$ cat src/rtl/cacc_pkg.sv
package cacc_pkg;

    localparam int DEF_IN_W   = 16;
    localparam int DEF_ACC_W  = 20;
    localparam int DEF_DESKEW = 8;

    typedef enum logic [1:0] {
        OP_ADD  = 2'b00,
        OP_SUB  = 2'b01,
        OP_RSUB = 2'b10,
        OP_PASS = 2'b11
    } op_e;

    typedef struct packed {
        op_e  op_re;
        op_e  op_im;
        logic clr;
        logic fb;
        logic del;
    } ctrl_t;

    localparam int NUM_LANES = 2;
    localparam int LANE_RE   = 0;
    localparam int LANE_IM   = 1;

endpackage

$ cat src/rtl/cacc_in_stage.sv
module cacc_in_stage
    import cacc_pkg::*;
#(
    parameter int IN_W = DEF_IN_W
) (
    input  logic                              clk,
    input  logic                              rst,
    input  logic [NUM_LANES-1:0][IN_W-1:0]    a_d,
    input  logic [NUM_LANES-1:0][IN_W-1:0]    b_d,
    input  logic                              ce_a_n,
    input  logic                              ce_b_n,
    input  ctrl_t                             ctrl_d,
    output logic [NUM_LANES-1:0][IN_W-1:0]    a_q,
    output logic [NUM_LANES-1:0][IN_W-1:0]    b_q,
    output ctrl_t                             ctrl_q
);

    always_ff @(posedge clk) begin
        if (rst) begin
            a_q <= '0;
        end else if (!ce_a_n) begin
            a_q <= a_d;
        end
    end

    always_ff @(posedge clk) begin
        if (rst) begin
            b_q <= '0;
        end else if (!ce_b_n) begin
            b_q <= b_d;
        end
    end

    always_ff @(posedge clk) begin
        if (rst) begin
            ctrl_q <= '{op_re: OP_ADD, op_im: OP_ADD, clr: 1'b0, fb: 1'b0, del: 1'b0};
        end else begin
            ctrl_q <= ctrl_d;
        end
    end

    // a held enable keeps the operand registers unchanged
    a_r6_hold_a: assert property (@(posedge clk) disable iff (rst)
        ce_a_n |=> $stable(a_q));
    a_r6_hold_b: assert property (@(posedge clk) disable iff (rst)
        ce_b_n |=> $stable(b_q));

endmodule

$ cat src/rtl/cacc_deskew.sv
module cacc_deskew
    import cacc_pkg::*;
#(
    parameter int W     = DEF_IN_W,
    parameter int DEPTH = DEF_DESKEW
) (
    input  logic         clk,
    input  logic         rst,
    input  logic [W-1:0] din,
    output logic [W-1:0] dout
);

    localparam int LAST = DEPTH - 1;

    logic [DEPTH-1:0][W-1:0] stage_q;

    always_ff @(posedge clk) begin
        if (rst) begin
            stage_q[0] <= '0;
        end else begin
            stage_q[0] <= din;
        end
    end

    for (genvar s = 1; s < DEPTH; s++) begin : g_stage
        always_ff @(posedge clk) begin
            if (rst) begin
                stage_q[s] <= '0;
            end else begin
                stage_q[s] <= stage_q[s-1];
            end
        end
    end

    assign dout = stage_q[LAST];

endmodule

$ cat src/rtl/cacc_lane.sv
module cacc_lane
    import cacc_pkg::*;
#(
    parameter int IN_W  = DEF_IN_W,
    parameter int ACC_W = DEF_ACC_W
) (
    input  logic                    clk,
    input  logic                    rst,
    input  logic [IN_W-1:0]         a_in,
    input  logic [IN_W-1:0]         a_dly,
    input  logic                    use_dly,
    input  logic [IN_W-1:0]         b_in,
    input  op_e                     op,
    input  logic                    clr,
    input  logic                    fb,
    output logic [ACC_W-1:0]        acc_o,
    output logic                    ovf_o
);

    localparam int EXT_W = ACC_W + 1;
    localparam int PAD_W = ACC_W - IN_W;

    logic [ACC_W-1:0] acc_q;
    logic             ovf_q;
    logic [IN_W-1:0]  a_raw;
    logic [ACC_W-1:0] a_ext;
    logic [ACC_W-1:0] b_ext;
    logic [ACC_W-1:0] a_opnd;
    logic [EXT_W-1:0] x_w;
    logic [EXT_W-1:0] y_w;
    logic [EXT_W-1:0] sum_w;
    logic             wrap;

    always_comb begin
        a_raw  = use_dly ? a_dly : a_in;
        a_ext  = {{PAD_W{a_raw[IN_W-1]}}, a_raw};
        b_ext  = {{PAD_W{b_in[IN_W-1]}}, b_in};
        a_opnd = fb ? acc_q : a_ext;
        x_w    = {a_opnd[ACC_W-1], a_opnd};
        y_w    = {b_ext[ACC_W-1], b_ext};
        unique case (op)
            OP_ADD:  sum_w = x_w + y_w;
            OP_SUB:  sum_w = x_w - y_w;
            OP_RSUB: sum_w = y_w - x_w;
            default: sum_w = x_w;
        endcase
        wrap = sum_w[EXT_W-1] ^ sum_w[ACC_W-1];
    end

    always_ff @(posedge clk) begin
        if (rst || clr) begin
            acc_q <= '0;
            ovf_q <= 1'b0;
        end else begin
            acc_q <= sum_w[ACC_W-1:0];
            ovf_q <= wrap;
        end
    end

    assign acc_o = acc_q;
    assign ovf_o = ovf_q;

    // clear leaves a zero accumulator and no overflow
    a_r4_clear_zero: assert property (@(posedge clk) disable iff (rst)
        clr |=> (acc_q == '0) && !ovf_q);

    // passing a fresh operand loads its sign-extended value
    a_r1_pass_fresh: assert property (@(posedge clk) disable iff (rst)
        (!clr && !fb && op == OP_PASS) |=> (acc_q == $past(a_ext)) && !ovf_q);

    // passing the fed-back operand keeps the accumulator unchanged
    a_r3_fb_hold: assert property (@(posedge clk) disable iff (rst)
        (!clr && fb && op == OP_PASS) |=> $stable(acc_q));

endmodule

$ cat src/rtl/cacc_dual.sv
module cacc_dual
    import cacc_pkg::*;
#(
    parameter int IN_W   = DEF_IN_W,
    parameter int ACC_W  = DEF_ACC_W,
    parameter int DESKEW = DEF_DESKEW
) (
    input  logic              clk,
    input  logic              rst,
    input  logic [IN_W-1:0]   a_re_i,
    input  logic [IN_W-1:0]   a_im_i,
    input  logic [IN_W-1:0]   b_re_i,
    input  logic [IN_W-1:0]   b_im_i,
    input  logic              ce_a_n,
    input  logic              ce_b_n,
    input  logic [1:0]        op_re_i,
    input  logic [1:0]        op_im_i,
    input  logic              clr_i,
    input  logic              fb_sel_i,
    input  logic              del_sel_i,
    output logic [ACC_W-1:0]  res_re_o,
    output logic [ACC_W-1:0]  res_im_o,
    output logic              ovf_re_o,
    output logic              ovf_im_o
);

    logic [NUM_LANES-1:0][IN_W-1:0]  a_d;
    logic [NUM_LANES-1:0][IN_W-1:0]  b_d;
    logic [NUM_LANES-1:0][IN_W-1:0]  a_q;
    logic [NUM_LANES-1:0][IN_W-1:0]  b_q;
    logic [NUM_LANES-1:0][ACC_W-1:0] acc;
    logic [NUM_LANES-1:0]            ovf;
    logic [IN_W-1:0]                 a_re_dly;
    ctrl_t                           ctrl_d;
    ctrl_t                           ctrl_q;

    always_comb begin
        a_d[LANE_RE]  = a_re_i;
        a_d[LANE_IM]  = a_im_i;
        b_d[LANE_RE]  = b_re_i;
        b_d[LANE_IM]  = b_im_i;
        ctrl_d.op_re  = op_e'(op_re_i);
        ctrl_d.op_im  = op_e'(op_im_i);
        ctrl_d.clr    = clr_i;
        ctrl_d.fb     = fb_sel_i;
        ctrl_d.del    = del_sel_i;
    end

    cacc_in_stage #(.IN_W(IN_W)) u_in (
        .clk    (clk),
        .rst    (rst),
        .a_d    (a_d),
        .b_d    (b_d),
        .ce_a_n (ce_a_n),
        .ce_b_n (ce_b_n),
        .ctrl_d (ctrl_d),
        .a_q    (a_q),
        .b_q    (b_q),
        .ctrl_q (ctrl_q)
    );

    cacc_deskew #(.W(IN_W), .DEPTH(DESKEW)) u_dsk (
        .clk  (clk),
        .rst  (rst),
        .din  (a_q[LANE_RE]),
        .dout (a_re_dly)
    );

    for (genvar l = 0; l < NUM_LANES; l++) begin : g_lane
        cacc_lane #(.IN_W(IN_W), .ACC_W(ACC_W)) u_lane (
            .clk     (clk),
            .rst     (rst),
            .a_in    (a_q[l]),
            .a_dly   ((l == LANE_RE) ? a_re_dly : a_q[l]),
            .use_dly ((l == LANE_RE) ? ctrl_q.del : 1'b0),
            .b_in    (b_q[l]),
            .op      ((l == LANE_RE) ? ctrl_q.op_re : ctrl_q.op_im),
            .clr     (ctrl_q.clr),
            .fb      (ctrl_q.fb),
            .acc_o   (acc[l]),
            .ovf_o   (ovf[l])
        );
    end

    assign res_re_o = acc[LANE_RE];
    assign res_im_o = acc[LANE_IM];
    assign ovf_re_o = ovf[LANE_RE];
    assign ovf_im_o = ovf[LANE_IM];

    // a clear presented at the ports shows as zero two edges later
    a_r5_clear_latency: assert property (@(posedge clk) disable iff (rst)
        (clr_i && !rst) ##1 !rst |=> (res_re_o == '0) && (res_im_o == '0));

endmodule

$ cat config.mk
export PLATFORM = sky130hd
export DESIGN_NAME = cacc_dual
export DESIGN_NICKNAME = d
export VERILOG_FILES = /design/src/rtl/cacc_pkg.sv /design/src/rtl/cacc_in_stage.sv /design/src/rtl/cacc_deskew.sv /design/src/rtl/cacc_lane.sv /design/src/rtl/cacc_dual.sv
export SDC_FILE = /design/constraint.sdc
export NUM_CORES = 1
export LEC_CHECK = 0
export BUFFER_PORTS_ARGS = -buffer_cell sky130_fd_sc_hd__buf_2
export CELL_PAD_IN_SITES_DETAIL_PLACEMENT = 1
export CELL_PAD_IN_SITES_GLOBAL_PLACEMENT = 2
export CORE_ASPECT_RATIO = 0.7
export CORE_MARGIN = 4
export CORE_UTILIZATION = 40
export CTS_CLUSTER_SIZE = 14
export DETAILED_ROUTE_END_ITERATION = 10
export GPL_TIMING_DRIVEN = 0
export PLACE_DENSITY_LB_ADDON = 0.1
export SKIP_CTS_REPAIR_TIMING = 1
export SLEW_MARGIN = 10
export SYNTH_ARGS = -nofsm -noshare
export SYNTH_HDL_FRONTEND = slang
export SYNTH_HIERARCHICAL = 1
export SYNTH_SLANG_ARGS = --single-unit
$ cat constraint.sdc
create_clock -name clk -period 13 [get_ports clk]
set_input_delay 0.65 -clock clk [delete_from_list [all_inputs] [get_ports clk]]
set_output_delay 0.65 -clock clk [all_outputs]
set_load 0.1 [all_outputs]
-- Word level (Yosys, flattened, before mapping)
Index checks and enable logic that the tools add are counted.
- add/sub/neg operators: 6
- $mul: 0
- divide/modulo/power cells: 0
- order comparisons: 0
- equality and inequality tests: 4
- shifts and indexed selects: 0
- muxes and demuxes: 5
- bitwise operators: 2
- reductions and logical operators: 3
- operator list (cell ; count):
    21-bit one-hot mux with 3 select lines ; 2
    20-bit by 16-bit adder with 21-bit output ; 2
    16-bit by 20-bit subtractor with 21-bit output ; 2
    20-bit by 16-bit subtractor with 21-bit output ; 2
    20-bit 2-to-1 mux ; 2
    16-bit 2-to-1 mux ; 1
    2-bit by 1-bit equality test with 1-bit output, second input constant ; 2
    2-bit equality test, second input constant ; 2
    2-bit logical NOT ; 2
    1-bit bitwise XOR ; 2
    1-bit logical OR ; 1
- bits in registers: 241
- bits in latches: 0
- RAM bits: 0
- ROM bits: 0
- input port bits: 75
- output and inout bits: 42
- word-level logic and storage cells: 41
- memories: 0

-- Longest topological paths before layout
Gate-level depths: netlist (run 1).
- depth in word-level cells: 5
- gate-level depth with buffers: 24
- gate-level depth less buffers: 20

-- Modules after synthesis
The synthesis (run 1) kept the hierarchy.
- by module, submodules not included (module ; instances ; cells each ; area each (um^2) ; sequential area each (um^2)):
    cacc_lane at g_lane[0].u_lane ; 1 ; 535 ; 3832.4 ; 420.4
    cacc_lane at g_lane[1].u_lane ; 1 ; 526 ; 3801.1 ; 420.4
    cacc_deskew ; 1 ; 286 ; 3584.7 ; 2562.5
    cacc_in_stage ; 1 ; 222 ; 2527.4 ; 1421.4
    cacc_dual ; 1 ; 1 ; 3.8 ; 0.0

-- Least setup slack after synthesis (run 1)
Ideal clock, no wire load.
- kind: reg2reg
- start: reg, netlist name u_in/ctrl_q[1]
- end: reg g_lane[1].u_lane.ovf_q
- setup time: 0.071 ns
- data arrival time: 4.415 ns
- data required time: 12.929 ns
- slack: 8.514 ns
- cell stages (with the launch flop): 22
- path buffers: 4
- clock period less this slack: 4.486 ns
- cells stage by stage: dfxtp_1 -> buf_2 -> buf_2 -> buf_1 -> clkbuf_1 -> nand2_1 -> o21ai_0 -> inv_1 -> ha_1 -> o211ai_1 -> nand4bb_1 -> o21ai_0 -> xor2_1 -> ha_1 -> a2111o_1 -> o2111ai_1 -> a21oi_1 -> o211ai_1 -> a21oi_1 -> mux2_2 -> or3_1 -> a21oi_1
- longest elaborated chain between the ends: 4
- elaborated cells on any way between the ends: 6
- classes of those cells: add/sub: 3; mux: 2; bitwise: 1
- RTL lines (element ; RTL line ; source):
    20-bit 2-to-1 mux * ; cacc_lane.sv:38 ; a_opnd = fb ? acc_q : a_ext;
    16-bit by 20-bit subtractor with 21-bit output (tied with other cells) ; cacc_lane.sv:44 ; OP_RSUB: sum_w = y_w - x_w;
    21-bit one-hot mux with 3 select lines * ; cacc_lane.sv:41 ; unique case (op)
    1-bit bitwise XOR * ; cacc_lane.sv:47 ; wrap = sum_w[EXT_W-1] ^ sum_w[ACC_W-1];
    end signal, assigned ; cacc_lane.sv:56 ; ovf_q <= wrap;
    end, declared ; cacc_lane.sv:24 ; logic ovf_q;
Every way passes the cells marked *; elsewhere a longest branch is shown, timed or not.
A chain may end at the register's enable or synchronous reset.

-- Worst setup path after layout (run 1)
- start: reg, netlist name u_in/ctrl_q[1]
- end: reg g_lane[1].u_lane.ovf_q
- longest elaborated chain between the ends: 4
- elaborated cells on any way between the ends: 6
- classes of those cells: add/sub: 3; mux: 2; bitwise: 1
- RTL lines (element ; RTL line):
    20-bit 2-to-1 mux * ; cacc_lane.sv:38
    16-bit by 20-bit subtractor with 21-bit output (tied with other cells) ; cacc_lane.sv:44
    21-bit one-hot mux with 3 select lines * ; cacc_lane.sv:41
    1-bit bitwise XOR * ; cacc_lane.sv:47
Marks and branches as above.

==> flow_metrics.tcl, run 1 <==
set metrics [dict create \
    antenna_found_initial 6 \
    clockRootBuffer "clkbuf_16" \
    wl_um 45500 \
    gr-usage-all-layers 0.238 \
    crit_fanout 10 \
    hold_ws_ns 0.323 \
    clk_pin_slew_ns 0.06 \
    grt_pass1_wl_um 69300 \
    crit_type "flop to flop" \
    hold_path_class "input pin to flop" \
    pre_cts_ws_ns 6.74 \
    critPathSlowestCell "clkbuf_1" \
    grt_max_degree 15 \
    arrival_ns 7.05 \
    cp-end-kind "flop" \
    dieArea_um2 37500 \
    setup_tns_ns 0 \
    place.gp.congestion 0.916 \
    cts_buffers 25 \
    die_width_um 230 \
    syn_to_final_growth_pct 14.7 \
    core_um2 33700 \
    p_int_mw 1.58 \
    fin_crit_sh 0.506 \
    synth.area.top_cells "dfxtp_1 (35%), mux2i_1 (7.6%), ha_1 (7.5%), nor2b_1 (6.6%), a21oi_1 (4.3%)" \
    layout.nets 1872 \
    dp.final_hpwl_um 36600 \
    via_per_inst 5.36 \
    worstHoldStart "del_sel_i" \
    yosys_warnings 6 \
    rsz0062_at_grt "no" \
    finalHoldViolCount 0 \
    drc 0 \
    cts_tree "built" \
    grt.overflow.total 0 \
    async_flop_share 0 \
    ys.flop_type "dfxtp_1" \
    period_minus_slack_ns 6.58 \
    ys_ff_latch 241 \
    cts_buffer_depth 3 \
    p_leak_nw 7.11 \
    rows 56 \
    r2r_slack_ns 6.42 \
    syn-num-nets 1731 \
    synth-edff-count 0 \
    status "finished clean" \
    drt-initial-drc-count 800 \
    fmax_ghz 0.152 \
    netlist.area_leader.share 0.351 \
    dp.cells 2148 \
    htree_num_levels 1 \
    holdPathEnd "u_in/ctrl_q[0]" \
    p_sw_frac 0.398 \
    setup-violations-final 0 \
    firstDrtPassIters 5 \
    r2r_cells 21 \
    start_util 0.408 \
    antenna_cells 0 \
    ant_nets 0 \
    final_cells 2191 \
    worstPathCellList "buf_2 -> buf_2 -> buf_1 -> clkbuf_1 -> nand2_1 -> o21ai_0 -> inv_1 -> ha_1 -> o211ai_1 -> nand4bb_1 -> o21ai_0 -> xor2_1 -> ha_1 -> a2111o_1 -> o2111ai_1 -> a21oi_1 -> o211ai_1 -> a21oi_1 -> mux2_2 -> or3_1 -> a21oi_1" \
    vdd_drop_max_uv 100 \
    synth_area_um2 13700 \
    synthDistinctLibCells 84 \
    dieHeight_um 163 \
    io_pins 117 \
    maxCapViolCount 0 \
    synth_top_area_cell "dfxtp_1" \
    clk_latency_ns 0.54 \
    path_common_cell "a21oi_1" \
    port_buffers 114 \
    vias 11700 \
    synth_cells 1570 \
    p_clk_frac 0.288 \
    p_per_area_nw_per_um2 167 \
    cp_slowest_stage_delay_ns 0.70 \
    worstMarginPinSlew_ns 1.13 \
    fillers 4001 \
    wl_per_cell_um 20.8 \
    final-max-slew-violation-count 0 \
    fin_worst_skew_ns 0.0182 \
    hold_path_depth 2 \
    grt_pass1_vias 11600 \
    worstReg2RegEnd "g_lane[1].u_lane/ovf_o" \
    synthTopCellsByCount "dfxtp_1 (241), nor2_1 (148), nor2b_1 (146)" \
    r2r_start "u_in/ctrl_q[1]" \
    startpoint "u_in/ctrl_q[1]" \
    critical_path.startpoint_type "flop" \
    power_frac_comb 0.399 \
    clock-sinks 241 \
    synth.most_common_cell "dfxtp_1" \
    worstPathRequired_ns 13.47 \
    ys_seq_area_frac 0.351 \
    power.share.sequential 0.313 \
    setup_ws_ns 6.42 \
    switchingPower_mw 1.05 \
    syn_avg_cell_area_um2 8.76 \
    maxSlewHeadroom 0.244 \
    drive_above_1_share 0.144 \
]
-- kinds of logic after synthesis --
family,synth area share
compound gates,0.173
xor+xnor,0.0567
fa+ha+maj,0.0804
buf+inv,0.0656
flops,0.351
mux,0.0885
other cells,0.000273
simple gates,0.185
-- cell type report --
cell class                 count  area, um^2  area share
buffer                        84         591      0.0374
clock buffer                  34         729      0.0463
multi-input combinational   1162        8020       0.509
inverter                      83         312      0.0198
clock inverter                 9         141     0.00896
sequential                   241        4820       0.306
tap                          464         581      0.0368
timing repair buffer         114         571      0.0362
-- cell usage in the layout, fill, tap and decap left out, drive strengths merged, types with 4 or more instances in the layout --
cell / netlist / final
dfxtp: 241 / 241
buf: 58 / 172
nor2: 148 / 148
nor2b: 146 / 146
a21oi: 117 / 117
mux2i: 105 / 105
nand2: 93 / 93
inv: 82 / 84
ha: 82 / 82
o21ai: 82 / 82
xnor2: 60 / 60
clkbuf: 26 / 60
a21o: 29 / 29
xor2: 29 / 29
a211oi: 27 / 27
nor3: 22 / 22
o21a: 20 / 20
nand3: 16 / 16
o211ai: 15 / 15
or3: 13 / 13
a31oi: 13 / 13
nand2b: 13 / 13
mux2: 13 / 13
and3: 8 / 8
and2: 7 / 7
o21bai: 6 / 6
nand4: 5 / 5
or2: 5 / 5
a311oi: 5 / 5
clkinv: 1 / 5
nor3b: 5 / 5
o31ai: 4 / 4
a2111o: 4 / 4
a211o: 4 / 4
o211a: 4 / 4
fa: 4 / 4
o2111ai: 4 / 4
-- power groups by stage --
stage	Combinational, mW	Sequential (mW)	Clock, mW
after global placement	1.01	0.837	0
after global routing	1.13	0.826	0.816
final	1.05	0.822	0.757
after detailed placement	1.03	0.838	0
after CTS	1.04	0.822	0.779
after floorplan	0.595	1.01	0
-- state kept, by name (all words and copies together) (netlist names) --
register	cells
u_in/a_q	32
u_dsk/dout	16
u_in/ctrl_q	7
g_lane.u_lane/acc_o	40
u_in/b_q	32
u_dsk/stage_q	112
g_lane.u_lane/ovf_o	2
-- layer usage --
layer / GRT usage / routed length, um / vias to the layer above
li1: - / - / 5721
met1: 0.374 / 24000 / 5672
met2: 0.341 / 18000 / 298
met3: 0.0401 / 2780 / 46
met4: 0.0420 / 757 / 0
met5: 0 / 0 / -
-- stage by stage --
step                      power (mW)   util  instance area, um^2
after detailed placement        1.87  0.442                14900
final                           2.63  0.468                15800
after global routing            2.77  0.468                15800
after CTS                       2.64  0.468                15800
after floorplan                 1.61      -                13700
after global placement          1.85  0.442                14900
-- worst max path at each step --
stage,endpoint,slack [ns],depth (start not counted)
after CTS,g_lane[1].u_lane/ovf_o,6.66,21
after global placement,g_lane[1].u_lane/ovf_o,6.74,21
after floorplan,g_lane[1].u_lane/ovf_o,8.51,21
final,g_lane[1].u_lane/ovf_o,6.42,21
after global routing,g_lane[1].u_lane/ovf_o,6.09,21
after detailed placement,g_lane[1].u_lane/ovf_o,6.74,21
-- worst max-delay path, delay by kind of cell (launching register included) --
family                   cells  cell delay [ns]
AND/OR/NAND/NOR              3             0.83
adder cells (fa/ha/maj)      2             0.67
flip-flops                   1             0.39
multiplexers                 1             0.32
XOR/XNOR                     1             0.18
buffers and inverters        5             2.00
AO/OA/AOI/OAI                9             2.10
Power figures use the tool's default switching activity.
==> run 2, diff against run 1 <==
--- a/config.mk
+++ b/config.mk
@@ -10,7 +10,7 @@
 export CELL_PAD_IN_SITES_GLOBAL_PLACEMENT = 2
 export CORE_ASPECT_RATIO = 0.7
 export CORE_MARGIN = 4
-export CORE_UTILIZATION = 40
+export CORE_UTILIZATION = 37
 export CTS_CLUSTER_SIZE = 14
 export DETAILED_ROUTE_END_ITERATION = 10
 export GPL_TIMING_DRIVEN = 0
==> constraint.sdc (replaced) <==
create_clock -name clk -period 6.25 [get_ports clk]
set_input_delay 0.3125 -clock clk [delete_from_list [all_inputs] [get_ports clk]]
set_output_delay 0.3125 -clock clk [all_outputs]
set_load 0.1 [all_outputs]
==> run 2 against run 1 <==
  * The flow now finishes with violations (negative hold slack)
  * Largest power group unchanged
  * Worst setup slack worse by 6.0 ns
  * Critical endpoint unchanged
  * Count of clock-buffer cells in the layout up 1
  * Die area up 7.8%
  * Hold slack worse by 0.34 ns
  * Clock power up 120%
==> flow_metrics.tcl, run 2 (synthesized netlist as in run 1, its figures left out) <==
set metrics [dict create \
    status "finished with violations" \
    violations "negative hold slack" \
    worstPathRequired_ns 6.73 \
    drc 0 \
    clock-sinks 241 \
    vias 11700 \
    dieArea_um2 40400 \
    clk_latency_ns 0.56 \
    grt_pass1_vias 11500 \
    setup_ws_ns 0.462 \
    wl_per_cell_um 20.7 \
    largest_reg_flops 112 \
    startpoint "u_in/ctrl_q[1]" \
    maxSlewHeadroom 0.350 \
    drive_above_1_share 0.145 \
    syn_to_final_growth_pct 17.3 \
    clk_pin_slew_ns 0.07 \
    cts_buffer_depth 3 \
    cts_buffers 26 \
    fillers 4305 \
    clockRootBuffer "clkbuf_16" \
    io_pins 117 \
    p_leak_nw 7.22 \
    htree_num_levels 1 \
    rows 58 \
    layout_commonest_cell "dfxtp_1" \
    dieHeight_um 169 \
    port_buffers 114 \
    grt.overflow.total 0 \
    rsz0062_at_grt "no" \
    fin_area_um2 16100 \
    wl_um 46400 \
    arrival_ns 6.27 \
    p_per_area_nw_per_um2 343 \
    setup_tns_ns 0 \
    period_minus_slack_ns 5.79 \
    cts_tree "built" \
    setup-violations-final 0 \
    die_width_um 238 \
    layout_common_cells "dfxtp_1 (241), nor2_1 (148), nor2b_1 (146), buf_2 (130), a21oi_1 (116)" \
    dp.final_hpwl_um 37400 \
    worstMarginPinSlew_ns 0.971 \
    pre_cts_ws_ns -0.110 \
    crit_type "flop to flop" \
    hold_path_class "input pin to flop" \
    grt_max_degree 15 \
    firstDrtPassIters 5 \
    worstReg2RegEnd "g_lane[1].u_lane/ovf_o" \
    r2r_slack_ns 0.46 \
    grt_pass1_wl_um 70500 \
    start_util 0.379 \
    final-max-slew-violation-count 0 \
    place.gp.congestion 0.948 \
    critical_path.startpoint_type "flop" \
    via_per_inst 5.24 \
    maxCapViolCount 0 \
    r2r_start "u_in/ctrl_q[1]" \
    dpl_cell_area_um2 14900 \
    endpoint "g_lane[1].u_lane/ovf_o" \
    vdd_drop_max_uv 188 \
    core_um2 36300 \
    hold_ws_ns -0.0126 \
    finalHoldViolCount 12 \
    cp-end-kind "flop" \
    antenna_found_initial 2 \
    gr-usage-all-layers 0.225 \
    layout.nets 1900 \
    crit_fanout 10 \
    ant_nets 0 \
    fmax_ghz 0.173 \
    drt-initial-drc-count 831 \
    largest_register "u_dsk/stage_q" \
    fin_crit_sh 0.926 \
    fin_worst_skew_ns 0.00616 \
    r2r_cells 21 \
]
run 2: area by class of cell:
type | count | area, um^2 | area share
multi-input combinational | 1162 | 8030 | 0.498
sequential | 241 | 4820 | 0.299
timing repair buffer | 141 | 841 | 0.0522
clock buffer | 35 | 724 | 0.0449
tap | 480 | 601 | 0.0373
buffer | 84 | 598 | 0.0371
inverter | 83 | 312 | 0.0193
clock inverter | 13 | 188 | 0.0116
antenna | 1 | 2.50 | 0.000155
run 2: critical path, cell delays in order, from the launching register on:
cell and delay, ns:
dfxtp_1 0.35, buf_2 0.25, buf_2 0.33, clkbuf_4 0.34
clkbuf_4 0.31, nand2_1 0.07, o21ai_0 0.19, inv_1 0.15
ha_1 0.28, o211ai_1 0.14, nand4bb_1 0.33, o21ai_0 0.15
xor2_1 0.18, ha_1 0.39, a2111o_1 0.48, o2111ai_1 0.35
a21oi_2 0.16, o211ai_1 0.25, a21oi_1 0.16, mux2_2 0.32
or3_1 0.37, a21oi_1 0.16
run 2: where the power goes:
part | leakage (nW) | total [mW] | internal (mW) | switching [mW]
Combinational | 4.83 | 2.20 | 0.733 | 1.47
Clock | 0.428 | 1.63 | 0.950 | 0.677
Sequential | 1.97 | 1.71 | 1.63 | 0.0759
run 2: worst min path at each step:
stage / cells past startpoint / slack, ns / to / startpoint
after detailed placement: 1 / 0.42 / u_dsk/stage_q[101] / u_dsk/stage_q[85]
after CTS: 2 / -0.08 / u_in/ctrl_q[6] / op_re_i[1]
after global placement: 1 / 0.42 / u_dsk/stage_q[63] / u_dsk/stage_q[47]
after floorplan: 1 / 0.41 / u_dsk/dout[0] / u_dsk/stage_q[96]
final: 3 / -0.01 / u_in/b_q[17] / b_im_i[1]
after global routing: 3 / 0.0003 / u_in/a_q[26] / a_im_i[10]
run 2: routing by layer:
metal / track usage / wire length (um) / part of all wire / vias up
li1: - / - / - / 5790
met1: 0.356 / 24500 / 0.53 / 5633
met2: 0.313 / 18000 / 0.39 / 276
met3: 0.0489 / 3160 / 0.068 / 47
met4: 0.0388 / 768 / 0.017 / 0
met5: 0 / 0 / 0 / -
run 2: through the flow:
stage / hold slack [ns] / instances / util / power [mW]
finish: -0.0126 / 2240 / 0.444 / 5.53
global route: 0.000289 / 2239 / 0.444 / 5.85
CTS: -0.0803 / 2212 / 0.436 / 5.55
detailed placement: 0.425 / 2164 / 0.411 / 3.88
global placement: 0.416 / 2164 / 0.411 / 3.86
floorplan: 0.414 / 1570 / - / 3.35
==> run 3, diff against run 2 <==
--- a/config.mk
+++ b/config.mk
@@ -6,6 +6,7 @@
 export NUM_CORES = 1
 export LEC_CHECK = 0
 export BUFFER_PORTS_ARGS = -buffer_cell sky130_fd_sc_hd__buf_2
+export CAP_MARGIN = 20
 export CELL_PAD_IN_SITES_DETAIL_PLACEMENT = 1
 export CELL_PAD_IN_SITES_GLOBAL_PLACEMENT = 2
 export CORE_ASPECT_RATIO = 0.7
@@ -14,6 +15,7 @@
 export CTS_CLUSTER_SIZE = 14
 export DETAILED_ROUTE_END_ITERATION = 10
 export GPL_TIMING_DRIVEN = 0
+export HOLD_SLACK_MARGIN = 0.03
 export PLACE_DENSITY_LB_ADDON = 0.1
 export SKIP_CTS_REPAIR_TIMING = 1
 export SLEW_MARGIN = 10
==> run 3 against run 2 <==
  * The run still ends with negative hold slack left
  * Final cell count grew 1.3%
  * Die area is the same
  * Core utilization grew 0.77 points
  * Sequential power is essentially flat
  * Via count grew 0.43%
  * Worst setup slack lost 0.031 ns
  * Wire length grew 0.78%
  * Global-route usage is the same
  * Hold slack gained 0.0056 ns
  * Largest power group unchanged
==> flow_metrics.tcl, run 3 (synthesized netlist as in run 1, its figures left out) <==
set metrics [dict create \
    layout_common_cells "dfxtp_1 (241), nor2_1 (148), nor2b_1 (146), buf_2 (130), a21oi_1 (116)" \
    cp-end-kind "flop" \
    p_leak_nw 7.34 \
    largest_register "u_dsk/stage_q" \
    hold_ws_ns -0.00703 \
    p_sw_frac 0.401 \
    violations "negative hold slack" \
    critical_path.startpoint_type "flop" \
    die_width_um 238 \
    layout_commonest_cell "dfxtp_1" \
    clockRootBuffer "clkbuf_16" \
    setup-violations-final 0 \
    largest_reg_flops 112 \
    rows 58 \
    power_frac_comb 0.399 \
    drt-initial-drc-count 775 \
    crit_fanout 10 \
    p_int_mw 3.32 \
    clk_pin_slew_ns 0.07 \
    grt_pass1_vias 11500 \
    worstMarginPinSlew_ns 1.01 \
    port_buffers 114 \
    switchingPower_mw 2.23 \
    vias 11800 \
    p_per_area_nw_per_um2 338 \
    r2r_start "u_in/ctrl_q[1]" \
    grt_pass1_wl_um 70500 \
    total_power_mw 5.55 \
    post-route-util 0.452 \
    startpoint "u_in/ctrl_q[1]" \
    cts_buffer_depth 3 \
    syn_to_final_growth_pct 19.3 \
    dp.final_hpwl_um 37400 \
    ff_latch_area_um2 4820 \
    p_clk_frac 0.293 \
    arrival_ns 6.30 \
    worstHoldStart "a_im_i[11]" \
    antenna_found_initial 1 \
    grt_max_degree 15 \
    layout.nets 1928 \
    status "finished with violations" \
    ant_nets 0 \
    finalHoldViolCount 2 \
    fin_worst_skew_ns 0.00661 \
    power.share.sequential 0.307 \
    worstPathRequired_ns 6.73 \
    grt.overflow.total 0 \
    dieArea_um2 40400 \
    multi_input_area_um2 8030 \
    maxSlewHeadroom 0.321 \
    gr-usage-all-layers 0.225 \
    htree_num_levels 1 \
    hold_path_class "input pin to flop" \
    place.gp.congestion 0.948 \
    rsz0062_at_grt "no" \
    crit_type "flop to flop" \
    drc 0 \
    final-max-slew-violation-count 0 \
    start_util 0.379 \
    cts_tree "built" \
    vdd_drop_max_uv 188 \
    fmax_ghz 0.172 \
    period_minus_slack_ns 5.82 \
    wl_per_cell_um 20.6 \
    fin_crit_sh 0.931 \
    core_um2 36300 \
    io_pins 117 \
    cts_buffers 26 \
    fillers 4302 \
    drive_above_1_share 0.143 \
    clock-sinks 241 \
    maxCapViolCount 0 \
    dieHeight_um 169 \
    wl_um 46800 \
    firstDrtPassIters 5 \
    clk_latency_ns 0.56 \
    via_per_inst 5.20 \
]
## run 3: changes by cell type in the layout (fill, tap and decap cells not counted), sizes merged
cell,before,now
dlygate4sd3,27,55
## run 3: cell type report
cell class / count / share of cell area
Multi-Input combinational cell: 1162 / 0.490
Sequential cell: 241 / 0.294
Timing Repair Buffer: 169 / 0.0684
Buffer: 84 / 0.0365
Clock inverter: 13 / 0.0114
Antenna cell: 1 / 0.000153
Clock buffer: 35 / 0.0442
Tap cell: 480 / 0.0366
Inverter: 83 / 0.0190
## run 3: path summary, 6_finish.rpt
kind,endpoint,slack [ns],cells after the start
setup / recovery,g_lane[1].u_lane/ovf_o,0.43,21
hold / removal,u_in/a_q[27],-0.007,3
setup reg to reg,g_lane[1].u_lane/ovf_o,0.43,21
hold reg to reg,u_dsk/stage_q[16],0.44,1
## run 3: critical path, cell delays in order, from the launching register on
cell and delay (ns):
dfxtp_1 0.35, buf_2 0.25, buf_2 0.33, clkbuf_4 0.34, clkbuf_4 0.31, nand2_1 0.07
o21ai_0 0.19, inv_1 0.15, ha_1 0.28, o211ai_1 0.14, nand4bb_1 0.34, o21ai_0 0.15
xor2_1 0.18, ha_1 0.39, a2111o_1 0.47, o2111ai_1 0.35, a21oi_2 0.16, o211ai_1 0.25
a21oi_1 0.16, mux2_2 0.32, or3_1 0.37, a21oi_1 0.16
## run 3: stage by stage
step | std cells | hold slack (ns) | setup WS [ns] | instance area, um^2 | setup TNS, ns
finish | 2268 | -0.00703 | 0.431 | 16400 | 0
global route | 2267 | 0.0136 | 0.0549 | 16400 | 0
CTS | 2212 | -0.0803 | -0.173 | 15800 | -0.228
detailed placement | 2164 | 0.425 | -0.110 | 14900 | -0.110
global placement | 2164 | 0.416 | -0.0923 | 14900 | -0.0923
floorplan | 1570 | 0.414 | 1.76 | 13700 | 0
## run 3: power groups by stage
stage	Sequential, mW	Combinational (mW)	Clock (mW)
6_report	1.71	2.22	1.63
5_1_grt	1.72	2.40	1.75
4_1_cts	1.71	2.16	1.69
3_5_place_dp	1.74	2.14	0
3_3_place_gp	1.74	2.12	0
2_1_floorplan	2.11	1.24	0
## run 3: layer usage
layer  share of wire  track usage
met1            0.53        0.356
met2            0.39        0.313
met3           0.063       0.0489
met4           0.015       0.0388
met5               0            0
